`config.mk`:
```
export PLATFORM = sky130hd
export DESIGN_NAME = boot_scan_top
export DESIGN_NICKNAME = d
export VERILOG_FILES = /design/src/rtl/boot_scan_pkg.sv /design/src/rtl/boot_mode_latch.sv /design/src/rtl/boot_sector_addr.sv /design/src/rtl/boot_retry_timer.sv /design/src/rtl/boot_scan_fsm.sv /design/src/rtl/boot_scan_top.sv
export SDC_FILE = /design/constraint.sdc
export NUM_CORES = 1
export LEC_CHECK = 0
export BUFFER_PORTS_ARGS = -buffer_cell sky130_fd_sc_hd__buf_4
export CAP_MARGIN = 20
export CORE_MARGIN = 2
export CORE_UTILIZATION = 40
export DETAILED_ROUTE_END_ITERATION = 10
export PLACE_DENSITY = 0.76
export SYNTH_ARGS = -nofsm -noshare
export SYNTH_HDL_FRONTEND = slang
export SYNTH_HIERARCHICAL = 1
export SYNTH_SLANG_ARGS = --single-unit
export TNS_END_PERCENT = 20
```
`constraint.sdc`:
```
create_clock -name clk_i -period 3.5 [get_ports clk_i]
set_input_delay 0.7 -clock clk_i [delete_from_list [all_inputs] [get_ports clk_i]]
set_output_delay 0.7 -clock clk_i [all_outputs]
set_load 0.01 [all_outputs]
```
`src/rtl/boot_scan_pkg.sv`:
```
package boot_scan_pkg;
  localparam int NUM_SECTORS = 5;
  localparam int SEC_W       = $clog2(NUM_SECTORS);
  localparam int AW          = 32;
  localparam int DW          = 32;
  localparam int PAGE_SHIFT  = 12;
  localparam int KEY_LSB     = 16;
  localparam int VLE_BIT     = 24;
  localparam logic [7:0] BOOT_KEY = 8'h5A;

  typedef logic [AW-1:0] addr_t;

  localparam addr_t SECTOR_BASE [NUM_SECTORS] = '{
    32'h0000_0000, 32'h0000_8000, 32'h0000_C000, 32'h0001_0000, 32'h0001_8000
  };

  typedef enum logic [1:0] {
    MODE_FLASH = 2'b00,
    MODE_RSVD  = 2'b01,
    MODE_UART  = 2'b10,
    MODE_CAN   = 2'b11
  } boot_mode_e;

  typedef enum logic [1:0] {
    W_CFG  = 2'd0,
    W_VEC  = 2'd1,
    W_SIZE = 2'd2,
    W_NONE = 2'd3
  } word_e;

  typedef enum logic [2:0] {
    ST_WAIT_MODE,
    ST_READ,
    ST_SERIAL,
    ST_STATIC,
    ST_RUN
  } scan_state_e;
endpackage

```
`src/rtl/boot_mode_latch.sv`:
```
module boot_mode_latch
  import boot_scan_pkg::*;
(
  input  logic       clk_i,
  input  logic       rst_ni,
  input  logic       force_i,
  input  logic       sel_i,
  output boot_mode_e mode_o,
  output logic       valid_o
);
  boot_mode_e mode_q;
  logic       valid_q;

  always_ff @(posedge clk_i or negedge rst_ni) begin
    if (!rst_ni) begin
      mode_q  <= MODE_FLASH;
      valid_q <= 1'b0;
    end else if (!valid_q) begin
      // select pin only matters when serial boot is forced
      mode_q  <= boot_mode_e'({force_i, force_i & sel_i});
      valid_q <= 1'b1;
    end
  end

  assign mode_o  = mode_q;
  assign valid_o = valid_q;

  assert_mode_hold_R1: assert property (@(posedge clk_i) disable iff (!rst_ni)
    valid_q |=> valid_q && $stable(mode_q));

  assert_mode_legal_R1: assert property (@(posedge clk_i) disable iff (!rst_ni)
    mode_q != MODE_RSVD);
endmodule

```
`src/rtl/boot_sector_addr.sv`:
```
module boot_sector_addr
  import boot_scan_pkg::*;
(
  input  logic [SEC_W-1:0] sec_i,
  input  word_e            word_i,
  output addr_t            addr_o
);
  addr_t hit [NUM_SECTORS];

  for (genvar g = 0; g < NUM_SECTORS; g++) begin : g_sec
    assign hit[g] = (sec_i == SEC_W'(g)) ? SECTOR_BASE[g] : '0;
  end

  always_comb begin
    addr_t acc;
    acc = '0;
    for (int i = 0; i < NUM_SECTORS; i++) acc = acc | hit[i];
    addr_o = acc | (addr_t'(word_i) << 2);
  end
endmodule

```
`src/rtl/boot_retry_timer.sv`:
```
module boot_retry_timer #(
  parameter int unsigned PERIOD = 1_000_000,
  localparam int CW = $clog2(PERIOD + 1)
) (
  input  logic clk_i,
  input  logic rst_ni,
  input  logic run_i,
  output logic done_o
);
  logic [CW-1:0] cnt_q;

  assign done_o = run_i && (cnt_q == CW'(PERIOD - 1));

  always_ff @(posedge clk_i or negedge rst_ni) begin
    if (!rst_ni)                cnt_q <= '0;
    else if (!run_i || done_o)  cnt_q <= '0;
    else                        cnt_q <= cnt_q + CW'(1);
  end

  assert_cnt_range_R8: assert property (@(posedge clk_i) disable iff (!rst_ni)
    cnt_q < CW'(PERIOD));
endmodule

```
`src/rtl/boot_scan_fsm.sv`:
```
module boot_scan_fsm
  import boot_scan_pkg::*;
(
  input  logic             clk_i,
  input  logic             rst_ni,
  input  boot_mode_e       mode_i,
  input  logic             mode_valid_i,
  input  logic             retry_done_i,
  input  logic             rvalid_i,
  input  logic [DW-1:0]    rdata_i,
  output logic             req_o,
  output logic [SEC_W-1:0] sec_o,
  output word_e            word_o,
  output logic             static_o,
  output logic             release_o,
  output logic             vle_o,
  output logic [DW-1:0]    vec_o,
  output logic [DW-1:0]    size_o
);
  scan_state_e      state_q;
  logic [SEC_W-1:0] sec_q;
  word_e            word_q;
  logic             req_q, vle_q, rel_q, static_q;
  logic [DW-1:0]    vec_q, size_q;
  logic             key_ok;

  assign key_ok = (rdata_i[KEY_LSB +: 8] == BOOT_KEY);

  always_ff @(posedge clk_i or negedge rst_ni) begin
    if (!rst_ni) begin
      state_q  <= ST_WAIT_MODE;
      sec_q    <= '0;
      word_q   <= W_CFG;
      req_q    <= 1'b0;
      vle_q    <= 1'b0;
      vec_q    <= '0;
      size_q   <= '0;
      rel_q    <= 1'b0;
      static_q <= 1'b0;
    end else begin
      req_q <= 1'b0;
      unique case (state_q)
        ST_WAIT_MODE: if (mode_valid_i) begin
          if (mode_i == MODE_FLASH) begin
            sec_q   <= '0;
            word_q  <= W_CFG;
            req_q   <= 1'b1;
            state_q <= ST_READ;
          end else begin
            state_q <= ST_SERIAL;
          end
        end
        ST_READ: if (rvalid_i) begin
          unique case (word_q)
            W_CFG: begin
              if (key_ok) begin
                vle_q  <= rdata_i[VLE_BIT];
                word_q <= W_VEC;
                req_q  <= 1'b1;
              end else if (sec_q == SEC_W'(NUM_SECTORS - 1)) begin
                static_q <= 1'b1;
                state_q  <= ST_STATIC;
              end else begin
                sec_q <= sec_q + SEC_W'(1);
                req_q <= 1'b1;
              end
            end
            W_VEC: begin
              vec_q  <= rdata_i;
              word_q <= W_SIZE;
              req_q  <= 1'b1;
            end
            W_SIZE: begin
              size_q  <= rdata_i;
              rel_q   <= 1'b1;
              word_q  <= W_NONE;
              state_q <= ST_RUN;
            end
            default: ;
          endcase
        end
        ST_STATIC: if (retry_done_i) begin
          static_q <= 1'b0;
          sec_q    <= '0;
          word_q   <= W_CFG;
          req_q    <= 1'b1;
          state_q  <= ST_READ;
        end
        default: ;
      endcase
    end
  end

  assign req_o     = req_q;
  assign sec_o     = sec_q;
  assign word_o    = word_q;
  assign static_o  = static_q;
  assign release_o = rel_q;
  assign vle_o     = vle_q;
  assign vec_o     = vec_q;
  assign size_o    = size_q;

  assert_req_pulse_R3: assert property (@(posedge clk_i) disable iff (!rst_ni)
    req_q |=> !req_q);

  assert_serial_quiet_R2: assert property (@(posedge clk_i) disable iff (!rst_ni)
    (mode_valid_i && mode_i != MODE_FLASH) |-> (!req_q && !rel_q && !static_q));

  assert_static_no_req_R8: assert property (@(posedge clk_i) disable iff (!rst_ni)
    static_q |-> !req_q);

  assert_release_hold_R7: assert property (@(posedge clk_i) disable iff (!rst_ni)
    rel_q |=> rel_q && !req_q && $stable(vec_q) && $stable(size_q) && $stable(vle_q));

  assert_excl_R8: assert property (@(posedge clk_i) disable iff (!rst_ni)
    !(rel_q && static_q));
endmodule

```
`src/rtl/boot_scan_top.sv`:
```
module boot_scan_top
  import boot_scan_pkg::*;
#(
  parameter int unsigned RETRY_CYCLES = 1_000_000
) (
  input  logic                     clk_i,
  input  logic                     rst_ni,
  input  logic                     boot_force_i,
  input  logic                     boot_sel_i,
  output logic                     mem_req_o,
  output logic [AW-1:0]            mem_addr_o,
  input  logic                     mem_rvalid_i,
  input  logic [DW-1:0]            mem_rdata_i,
  output logic [1:0]               boot_mode_o,
  output logic                     core_release_o,
  output logic [AW-1:PAGE_SHIFT]   page_base_o,
  output logic                     page_vle_o,
  output logic [AW-1:0]            start_vector_o,
  output logic [DW-1:0]            check_size_o,
  output logic                     static_mode_o,
  output logic                     wdog_en_o,
  output logic                     sec_core_hold_o
);
  boot_mode_e       mode;
  logic             mode_valid, retry_done, static_q;
  logic [SEC_W-1:0] sec;
  word_e            word;
  logic [DW-1:0]    vec;

  boot_mode_latch u_latch (
    .clk_i   (clk_i),
    .rst_ni  (rst_ni),
    .force_i (boot_force_i),
    .sel_i   (boot_sel_i),
    .mode_o  (mode),
    .valid_o (mode_valid)
  );

  boot_retry_timer #(.PERIOD(RETRY_CYCLES)) u_retry (
    .clk_i  (clk_i),
    .rst_ni (rst_ni),
    .run_i  (static_q),
    .done_o (retry_done)
  );

  boot_scan_fsm u_fsm (
    .clk_i        (clk_i),
    .rst_ni       (rst_ni),
    .mode_i       (mode),
    .mode_valid_i (mode_valid),
    .retry_done_i (retry_done),
    .rvalid_i     (mem_rvalid_i),
    .rdata_i      (mem_rdata_i),
    .req_o        (mem_req_o),
    .sec_o        (sec),
    .word_o       (word),
    .static_o     (static_q),
    .release_o    (core_release_o),
    .vle_o        (page_vle_o),
    .vec_o        (vec),
    .size_o       (check_size_o)
  );

  boot_sector_addr u_addr (
    .sec_i  (sec),
    .word_i (word),
    .addr_o (mem_addr_o)
  );

  assign boot_mode_o     = mode;
  assign start_vector_o  = vec;
  assign page_base_o     = vec[AW-1:PAGE_SHIFT];
  assign static_mode_o   = static_q;
  assign wdog_en_o       = static_q;
  assign sec_core_hold_o = 1'b1;

  assert_req_in_range_R3: assert property (@(posedge clk_i) disable iff (!rst_ni)
    mem_req_o |-> (mem_addr_o[1:0] == 2'b00 && mem_addr_o < 32'h0001_8010));
endmodule

```
Word level (Yosys, flattened, before mapping)
Index checks and enable logic that the tools add are counted.

cells by class
  $add $sub $neg = 2
  equality and inequality tests = 23
  multiplexer cells = 42
  bitwise gates (word level) = 5
  reductions and logical operators = 15

operators by type and width
  operator               count
  $or 32x32->32          3
  $mux 3                 12
  $mux 17                2
  $mux 16                2
  $or 32x4->32           1
  $add 20x1->20 const B  1
  $eq 20x20->1 const B   1
  $mux 20                1
  $pmux 3 s3             2
  $reduce_and 7->1       2
  $mux 2                 6
  $pmux 2 s3             2
  $mux 1                 11
  $ne 2x2->1 const B     5
  $eq 3x2->1 const B     3
  $ne 3x2->1 const B     3
  $eq 8x7->1 const B     1
  $reduce_and 8->1       1
  $eq 3x1->1 const B     2
  $ne 2x1->1 const B     3
  $pmux 3 s2             1
  $reduce_and 3->1       2
  $reduce_and 6->1       1
  $logic_not 2->1        2
  other kinds (16)       17

storage, ports and cells
  register bits = 99
  input bits = 37
  output and inout port bits = 124
  logic and storage cells = 99

Logic depth before layout (Yosys ltp)
Gate-level depths: netlist of the first run.

  word-level depth = 6
  gate-level depth with buffers = 8

By module
Netlist of the first run, hierarchy kept.

modules (own cells, without submodules)
  module            times used  cells an instance  area each (µm²)  seq. area each (µm²)
  boot_scan_fsm     1           221                3,354.5          1,901.8
  boot_retry_timer  1           108                1,018.5          500.5
  boot_sector_addr  1           36                 270.3            0.0
  boot_scan_top     1           23                 168.9            0.0
  boot_mode_latch   1           8                  106.4            75.1

Least setup slack after synthesis of the first run
Ideal clock, no wire load.

  path type = register to register
  start = reg u_retry.cnt_q[0]
  end = reg u_fsm.word_q[1] (netlist: u_fsm/word_o[1])
  setup time = 126 ps
  arrival = 2,408 ps
  setup slack = 966 ps
  stages on the path, launching flop included = 9
  path buffers = 0
  period minus slack after synthesis = 2,534 ps
  cell sequence = dfrtp_1 ha_1 nand4_1 or2_2 nor4_1 and4b_1 a21oi_1 a211o_1 a221o_1

between the ends
  longest elaborated chain between the ends = 4

RTL lines
  what                               RTL line                source
  from (decl)                        boot_retry_timer.sv:10  logic [CW-1:0] cnt_q;
  from (signal assigned)             boot_retry_timer.sv:17  else cnt_q <= cnt_q + CW'(1);
  $eq 20x20->1                       boot_retry_timer.sv:12  assign done_o = run_i && (cnt_q == CW'(PERIOD - 1));
  $logic_and 1x1->1                  boot_retry_timer.sv:12
  via retry_done                     boot_scan_top.sv:25     logic mode_valid, retry_done, static_q;
  $ne 2x2->1 (no source line)        -
  $reduce_and 7->1 (no source line)  -
  to (signal assigned)               boot_scan_fsm.sv:33     word_q <= W_CFG;
  to (signal assigned)               boot_scan_fsm.sv:46     word_q <= W_CFG;
  to (signal assigned)               boot_scan_fsm.sv:58     word_q <= W_VEC;
  to (decl)                          boot_scan_fsm.sv:22     word_e word_q;

The timed path passes the listed nets, and every way through them passes these cells.
A chain may end at the register's enable or synchronous reset.

Final worst setup path of the first run
Ends and elaborated chain as after synthesis.

==> results.json, run 1 <==
{
  "status": "finished, final reports clean",
  "hold_path.class": "in -> async",
  "initial_utilization_pct": 40.95,
  "cts_tree": "done",
  "nets": 549,
  "num_rows": 40,
  "end_kind": "flip-flop",
  "ys_async_sr_fraction_pct": 100.0,
  "powerDensity_nw_per_um2": 778.9,
  "grt_pass1_vias": 3188,
  "antenna_found_initial": 0,
  "routedWlPerCell_um": 15.46,
  "fin_worst_skew_ns": 0.007690,
  "io_buffer_count": 132,
  "grt_usage_pct": 15.71,
  "die_height_um": 114.9,
  "tns_ns": 0,
  "critPathKind": "reg -> reg",
  "synth_edf_count": 0,
  "power_leakage_uw": 0.003003,
  "required_ns": 3.72,
  "hold_buffers": 0,
  "post_dp_cell_area_um2": 5741,
  "drt_iter0_drc": 281,
  "drv_cap": 0,
  "clk_pin_slew_worst_paths_ns": 0.07,
  "drive_gt1_share_pct": 45.49,
  "syn_to_final_growth_pct": 22.26,
  "core_um2": 12010,
  "rsz0062_at_grt": "no",
  "die_x_um": 114.9,
  "pre_cts_slack_ns": 0.6370,
  "mostFrequentLayoutCell": "buf_4",
  "drv_slew": 0,
  "finalWirelength_mm": 10.16,
  "period_share_pct": 83.30,
  "io_pins": 161,
  "design.die.area_um2": 13200,
  "regToRegSetupSlack_ns": 0.58,
  "place_hpwl_mm": 7.391,
  "final.setup.worst_slack_ns": 0.5845,
  "worst_ep_arrival_time_ns": 3.14,
  "final_cell_mix": "132 x buf_4, 99 x dfrtp_1, 34 x mux2_2, 34 x mux2_4, 29 x conb_1",
  "r2r-end": "u_fsm/word_o[1]",
  "final_area_um2": 6013,
  "synth.yosys.warnings": 6,
  "period_minus_slack_ns": 2.915,
  "clock_path_buffers": 2,
  "r2r-start": "u_retry/cnt_q[0]",
  "cts_setup_buffers": 0,
  "max_clock_freq_mhz": 343.0,
  "r2r_cells": 8,
  "synth_seq_cells": 99,
  "start_kind": "flip-flop",
  "clkLatencyLatePin_ns": 0.34,
  "vias_per_cell": 5.044,
  "cts.sinks": 99,
  "synthCells": 396,
  "cts_made_buffers": 9,
  "grt-ovfl-total": 0,
  "drc": 0,
  "worstPathMaxFanout": 7,
  "cts_resized": 0,
  "power_uw": 4684,
  "tightest_slew_ns": 0.9050,
  "synth_seq_area_share_pct": 50.37,
  "grt_pass1_wl_mm": 16.24,
  "netlist_area_um2": 4918,
  "vdd_drop_max_v": 0.0002497,
  "vias": 3314,
  "diodes": 0,
  "place_congestion": 0.8867,
  "htree_num_levels": 3,
  "avgSynthCellArea_um2": 12.42,
  "ant_nets": 0,
  "maxSlewHeadroom_pct": 39.11,
  "cts_root_buffer": "clkbuf_16",
  "grt_max_degree": 54,
  "synthFlopType": "dfrtp_1",
  "drt-pass1-iter-count": 4,
  "finalSetupViolations": 0,
  "hold_viol": 0,
  "synth_cell_types": 49
}
[layout make-up]
cell class | instances | area (µm²)
fillers | 1058 | 5998
flip-flops and latches | 99 | 2477
multi-input cells | 247 | 2012
repair buffers | 133 | 1011
clock buffers | 12 | 246.5
well taps | 147 | 183.9
inverters | 15 | 56.30
clock inverters | 4 | 26.28
[per-layer routing]
metal  GRT usage [%]  vias to the layer above  share of wire (%)
met2           25.73                      136                 48
met3           4.797                       15                7.4
met5               0                        -                  0
met1           20.09                     1644                 43
met4           4.819                        0                1.4
li1                -                     1519                  -
[cell usage after synthesis (all sizes together) (2+ instances only)]
cell type	count	area (µm²)
a211oi	3	22.52
nand2	15	71.32
a221o	2	20.02
dfrtp	99	2477
and4bb	2	25.02
nor2	25	93.84
xnor2	9	78.83
or3	6	37.54
conb	3	11.26
inv	15	56.30
nor2b	2	12.51
mux2	68	893.4
o21ai	7	35.03
nand3	8	50.05
ha	7	87.58
buf	61	470.5
nor4	8	50.05
or2	3	18.77
mux2i	2	20.02
or4	5	37.54
o22ai	2	12.51
o31ai	3	36.28
xor2	4	35.03
nor3	5	25.02
nand4	4	25.02
a21oi	11	55.05
[per-stage QoR]
stage	instances	hold WS, ns	util (%)
after detailed placement	641	0.4624	47.79
after CTS	657	0.3740	50.06
after floorplan	422	0.4044	-
after global placement	641	0.4517	47.79
after global routing	657	0.3990	50.06
final	657	0.3511	50.06
[report_power, final]
part | switching [µW] | internal (µW)
clock | 412 | 501
sequential | 321 | 1540
combinational | 787 | 1120
total | 1520 | 3160
[worst max-delay path: stages (launching register included)]
cell and delay, ns:
dfrtp_1 0.39, ha_1 0.22, nand4_1 0.26, or2_2 0.41
nor4_1 0.44, and4b_1 0.29, a21oi_1 0.12, a211o_1 0.32
a221o_1 0.34
[worst max-delay path by stage]
stage                          start               to  cells past startpoint
floorplan           u_retry/cnt_q[0]  u_fsm/word_o[1]                      8
global placement    u_retry/cnt_q[0]  u_fsm/word_o[1]                      8
detailed placement  u_retry/cnt_q[0]  u_fsm/word_o[1]                      8
CTS                 u_retry/cnt_q[0]  u_fsm/word_o[1]                      8
global route        u_retry/cnt_q[0]  u_fsm/word_o[1]                      8
finish              u_retry/cnt_q[0]  u_fsm/word_o[1]                      8
[sequential cells by signal (all words and copies together) (netlist names)]
| signal | cells |
|---|---|
| u_fsm/sec_o | 3 |
| u_retry/cnt_q | 20 |
| u_fsm/static_o | 1 |
| u_fsm/vec_o | 32 |
| u_fsm/vle_o | 1 |
| u_fsm/req_o | 1 |
| u_fsm/word_o | 2 |
| u_latch/valid_o | 1 |
| u_fsm/release_o | 1 |
| u_fsm/size_o | 32 |
| u_latch/mode_o | 2 |
| u_fsm/state_q | 3 |
[cell families after synthesis]
family,share of synthesized area (%)
buf+inv,10.71
fa+ha+maj,1.781
other cells,0.2289
simple gates,10.33
xor+xnor,2.315
mux,18.57
compound gates,5.698
flops,50.37
(Power assumes the default switching activity.)
==> inputs of run 2 (changes only) <==
PLACE_DENSITY = 0.78   (was 0.76)
clock period = 2.5 ns   (was 3.5 ns; I/O delays follow)
==> results.json, run 2 (synthesis results as in run 1) <==
{
  "drv_slew": 0,
  "nets": 555,
  "place_hpwl_mm": 7.615,
  "end_kind": "flip-flop",
  "drive_gt1_share_pct": 46.80,
  "tns_ns": 0,
  "num_rows": 40,
  "ant_nets": 0,
  "vias": 3329,
  "r2r-end": "u_fsm/state_q[1]",
  "r2r-start": "u_retry/cnt_q[0]",
  "seq_area_um2": 2477,
  "hold_viol": 0,
  "final_cell_mix": "138 x buf_4, 99 x dfrtp_1, 34 x mux2_2, 34 x mux2_4, 29 x conb_1",
  "period_share_pct": 93.36,
  "maxSlewHeadroom_pct": 56.47,
  "finalSetupViolations": 0,
  "cts.sinks": 99,
  "power_frac_seq_pct": 38.3,
  "drt_iter0_drc": 186,
  "finalWirelength_mm": 10.56,
  "grt_usage_pct": 16.24,
  "cts_made_buffers": 9,
  "die_x_um": 114.9,
  "htree_num_levels": 3,
  "design.die.area_um2": 13200,
  "die_height_um": 114.9,
  "clkLatencyLatePin_ns": 0.34,
  "mostFrequentLayoutCell": "buf_4",
  "clkPwrFrac_pct": 21.8,
  "routedWlPerCell_um": 15.95,
  "fillers": 1040,
  "worstPathMaxFanout": 5,
  "required_ns": 2.73,
  "drc": 0,
  "period_minus_slack_ns": 2.334,
  "drt-pass1-iter-count": 4,
  "regToRegSetupSlack_ns": 0.17,
  "post_dp_cell_area_um2": 5792,
  "power_leakage_uw": 0.003059,
  "vias_per_cell": 5.029,
  "power_switching_uw": 2149,
  "switching_share_pct": 31.63,
  "hold_buffers": 0,
  "powerDensity_nw_per_um2": 1106,
  "power.internal_uw": 4644,
  "start_kind": "flip-flop",
  "grt-ovfl-total": 0,
  "vdd_drop_max_v": 0.0003622,
  "cts_setup_buffers": 0,
  "critPathKind": "reg -> reg",
  "final_area_um2": 6140,
  "grt_pass1_vias": 3271,
  "io_pins": 161,
  "r2r_cells": 9,
  "hold_path.class": "in -> async",
  "drv_cap": 0,
  "fin_worst_skew_ns": 0.007935,
  "cts_root_buffer": "clkbuf_16",
  "grt_pass1_wl_mm": 16.91,
  "grt_max_degree": 43,
  "io_buffer_count": 132,
  "fin_util_pct": 51.11,
  "diodes": 0,
  "antenna_found_initial": 0,
  "place_congestion": 0.8518,
  "status": "finished, final reports clean",
  "rsz0062_at_grt": "no",
  "clock_path_buffers": 2,
  "core_um2": 12010,
  "p_comb_share_pct": 39.8,
  "syn_to_final_growth_pct": 24.83,
  "multi_input_area_um2": 2049,
  "tightest_slew_ns": 0.6530,
  "max_clock_freq_mhz": 428.4,
  "worst_ep_arrival_time_ns": 2.56,
  "cts_tree": "done",
  "clk_pin_slew_worst_paths_ns": 0.07,
  "initial_utilization_pct": 40.95
}
run 2: worst max path at each step:
| stage | startpoint | end | slack (ns) | cells past startpoint |
|---|---|---|---|---|
| after floorplan | u_retry/cnt_q[0] | u_fsm/word_o[1] | 0.04 | 8 |
| after global placement | u_retry/cnt_q[0] | u_fsm/state_q[1] | 0.15 | 9 |
| after detailed placement | u_retry/cnt_q[0] | u_fsm/word_o[1] | 0.05 | 8 |
| after CTS | u_retry/cnt_q[0] | u_fsm/word_o[1] | 0.03 | 8 |
| after global routing | u_retry/cnt_q[0] | u_fsm/state_q[1] | 0.008 | 9 |
| final | u_retry/cnt_q[0] | u_fsm/state_q[1] | 0.17 | 9 |
run 2: cell type report:
cell class / count / share of cell area [%]
Sequential cell: 99 / 40.35
Timing Repair Buffer: 139 / 17.20
Clock buffer: 11 / 3.954
Multi-Input combinational cell: 247 / 33.38
Clock inverter: 4 / 1.202
Inverter: 15 / 0.9171
Tap cell: 147 / 2.996
run 2: power by group through the flow:
stage / registers [µW] / clock network, µW / logic (µW)
after floorplan: 2740 / 0 / 1420
after global placement: 2600 / 0 / 2660
after detailed placement: 2640 / 0 / 2700
after CTS: 2610 / 1530 / 2710
after global routing: 2700 / 1590 / 2900
final: 2600 / 1480 / 2710
run 2: layer usage:
| metal | share of wire [%] | up-vias | track usage (%) |
|---|---|---|---|
| met5 | 0 | - | 0 |
| met4 | 1.0 | 0 | 4.659 |
| met3 | 7.3 | 10 | 4.428 |
| met2 | 48 | 138 | 26.90 |
| met1 | 43 | 1645 | 20.97 |
| li1 | - | 1536 | - |
run 2: timing repair:
item                                    CTS  global route
endpoints found under the setup margin    0             7
hold endpoints to repair                  0             0
resized for setup                         0             5
run 2: critical path, cell delays in order (launching register included):
cell,delay [ns]
dfrtp_1,0.39
ha_2,0.23
nand4_1,0.16
or2_4,0.30
nor4_4,0.23
and4b_1,0.24
a21oi_1,0.06
buf_4,0.17
or2_2,0.28
o22a_1,0.16
run 2: metrics by stage:
| stage | power [µW] | setup slack (ns) | cells | hold WS [ns] |
|---|---|---|---|---|
| 3_5_place_dp | 5336 | 0.05356 | 647 | 0.4670 |
| 5_1_grt | 7186 | 0.007732 | 662 | 0.1437 |
| 4_1_cts | 6851 | 0.02888 | 662 | 0.1108 |
| 2_1_floorplan | 4170 | 0.03995 | 422 | 0.2044 |
| 6_report | 6793 | 0.1659 | 662 | 0.1122 |
| 3_3_place_gp | 5267 | 0.1536 | 647 | 0.4511 |
==> inputs of run 3 (changes only) <==
ABC_AREA = 1   (was default)
PLACE_DENSITY = 0.77   (was 0.78)
==> results.json, run 3 <==
{
  "status": "finished, final reports clean",
  "synthFlopType": "dfrtp_1",
  "rsz0062_at_grt": "no",
  "period_share_pct": 74.43,
  "clk_pin_slew_worst_paths_ns": 0.06,
  "cts_tree": "done",
  "yosysMostFrequentCell": "nand2_1",
  "cts_root_buffer": "clkbuf_16",
  "tightest_slew_ns": 0.5707,
  "netlist_area_um2": 5167,
  "critPathKind": "reg -> reg",
  "nets": 737,
  "finalWirelength_mm": 10.49,
  "start_kind": "flip-flop",
  "antenna_found_initial": 0,
  "synth_common_cells": "150 x nand2_1, 99 x dfrtp_1, 64 x inv_1",
  "synth_seq_cells": 99,
  "max_clock_freq_mhz": 537.4,
  "io_pins": 161,
  "power.internal_uw": 2313,
  "ys_async_sr_fraction_pct": 100.0,
  "vias": 3883,
  "drive_gt1_share_pct": 33.09,
  "grt_usage_pct": 15.74,
  "drt-pass1-iter-count": 4,
  "clock_path_buffers": 2,
  "switching_share_pct": 21.85,
  "power_frac_seq_pct": 54.4,
  "synth.yosys.warnings": 6,
  "drv_slew": 0,
  "final_cell_mix": "150 x nand2_1, 135 x buf_4, 99 x dfrtp_1, 64 x inv_1, 46 x o21ai_2",
  "core_um2": 12620,
  "grt_pass1_wl_mm": 17.64,
  "worstPathMaxFanout": 4,
  "hold_path.class": "in -> async",
  "tns_ns": 0,
  "clkLatencyLatePin_ns": 0.34,
  "io_buffer_count": 132,
  "vias_per_cell": 4.479,
  "synth.largest_area_cell": "dfrtp_1",
  "htree_num_levels": 3,
  "end_kind": "flip-flop",
  "design.die.area_um2": 13840,
  "p_comb_share_pct": 4.9,
  "required_ns": 2.74,
  "hold_buffers": 0,
  "synth_cell_types": 30,
  "fillers": 1215,
  "hold_viol": 0,
  "drv_cap": 0,
  "initial_utilization_pct": 40.95,
  "worst_ep_arrival_time_ns": 2.10,
  "synth.area.top_cells": "dfrtp_1 48%, nand2_1 11%, o21ai_2 7.8%",
  "synth_seq_area_share_pct": 47.94,
  "cts_made_buffers": 9,
  "fin_worst_skew_ns": 0.004582,
  "period_minus_slack_ns": 1.861,
  "place_congestion": 0.8483,
  "cts_resized": 0,
  "clkPwrFrac_pct": 40.8,
  "synthCells": 585,
  "syn_to_final_growth_pct": 20.68,
  "vdd_drop_max_v": 0.0003436,
  "final.setup.worst_slack_ns": 0.6392,
  "power_switching_uw": 646.4,
  "cts_setup_buffers": 0,
  "routedWlPerCell_um": 12.10,
  "maxSlewHeadroom_pct": 61.96,
  "mostFrequentLayoutCell": "nand2_1",
  "avgSynthCellArea_um2": 8.833,
  "place_hpwl_mm": 7.778,
  "grt_pass1_vias": 3658,
  "synth.top_cell.area_share_pct": 47.94,
  "synth_edf_count": 0,
  "post_dp_cell_area_um2": 5988,
  "pre_cts_slack_ns": 0.6522,
  "final_area_um2": 6236,
  "diodes": 0,
  "drc": 0,
  "ant_nets": 0,
  "seq_area_um2": 2477,
  "drt_iter0_drc": 234,
  "grt_max_degree": 52,
  "die_x_um": 117.7,
  "grt-ovfl-total": 0,
  "powerDensity_nw_per_um2": 474.5,
  "power_leakage_uw": 0.003197,
  "multi_input_area_um2": 1988,
  "die_height_um": 117.7,
  "num_rows": 41,
  "finalSetupViolations": 0,
  "cts.sinks": 99
}
==> run 3: changes by cell type after synthesis, moves of 17 or more <==
cell	previous run	this run
inv_1	15	64
nand2_1	13	150
o21ai_1	0	21
mux2_4	34	0
mux2_2	34	0
o21ai_2	0	46
nor2_1	25	42
==> run 3: final timing paths <==
path,end,cells after the start,slack [ns],start
worst min register to register,u_fsm/release_o,2,0.46,u_fsm/release_o
worst max-delay path,u_fsm/state_q[1],12,0.64,u_retry/cnt_q[0]
worst min-delay path,u_fsm/size_o[30],1,0.15,rst_ni
max in group asynchronous,u_fsm/size_o[12],2,1.71,rst_ni
min in group clk_i,u_latch/mode_o[1],3,0.38,boot_force_i
worst max register to register,u_fsm/state_q[1],12,0.64,u_retry/cnt_q[0]
==> run 3: power by group through the flow <==
stage	Combinational (µW)	Clock, µW	Sequential (µW)
2_1_floorplan	85.0	0	1640
3_3_place_gp	145	0	1640
3_5_place_dp	147	0	1640
4_1_cts	147	1270	1610
5_1_grt	163	1310	1610
6_report	144	1210	1610
==> run 3: per-layer routing <==
metal | GRT usage, % | up-vias | part of all wire, %
met5 | 0 | - | 0
met4 | 6.325 | 0 | 1.9
met3 | 4.554 | 11 | 6.5
met2 | 24.96 | 117 | 47
met1 | 20.28 | 1803 | 44
li1 | - | 1952 | -
==> run 3: worst max-delay path: stages (launching register included) <==
cell	delay (ns)
dfrtp_1	0.41
ha_1	0.26
nand3_2	0.12
nor2_4	0.15
nand3_4	0.10
nor2_1	0.10
inv_1	0.04
nand3_1	0.08
nand2_2	0.09
nor2_2	0.15
nand3_1	0.12
nand2_1	0.07
nand2_1	0.05
==> run 3: area by class of cell <==
cell class	count	area share [%]
Clock inverter	3	0.3010
Clock buffer	10	3.672
Multi-Input combinational cell	379	31.88
Inverter	67	4.073
Timing Repair Buffer	137	16.89
Sequential cell	99	39.73
Tap cell	172	3.451
==> run 3: per-stage QoR <==
| step | power, µW | instances | hold WS (ns) | util (%) |
|---|---|---|---|---|
| 3_3_place_gp | 1783 | 854 | 0.4619 | 47.45 |
| 2_1_floorplan | 1724 | 611 | 0.2044 | - |
| 6_report | 2959 | 867 | 0.1502 | 49.42 |
| 3_5_place_dp | 1785 | 854 | 0.4541 | 47.45 |
| 5_1_grt | 3083 | 867 | 0.1863 | 49.42 |
| 4_1_cts | 3022 | 867 | 0.1593 | 49.42 |
==> run 3: logic make-up after synthesis <==
logic type	after synthesis	share of synthesized area [%]
compound gates	80	11.14
xor+xnor	9	1.525
fa+ha+maj	7	1.695
buf+inv	133	15.47
flops	99	47.94
other cells	3	0.2179
simple gates	254	22.01
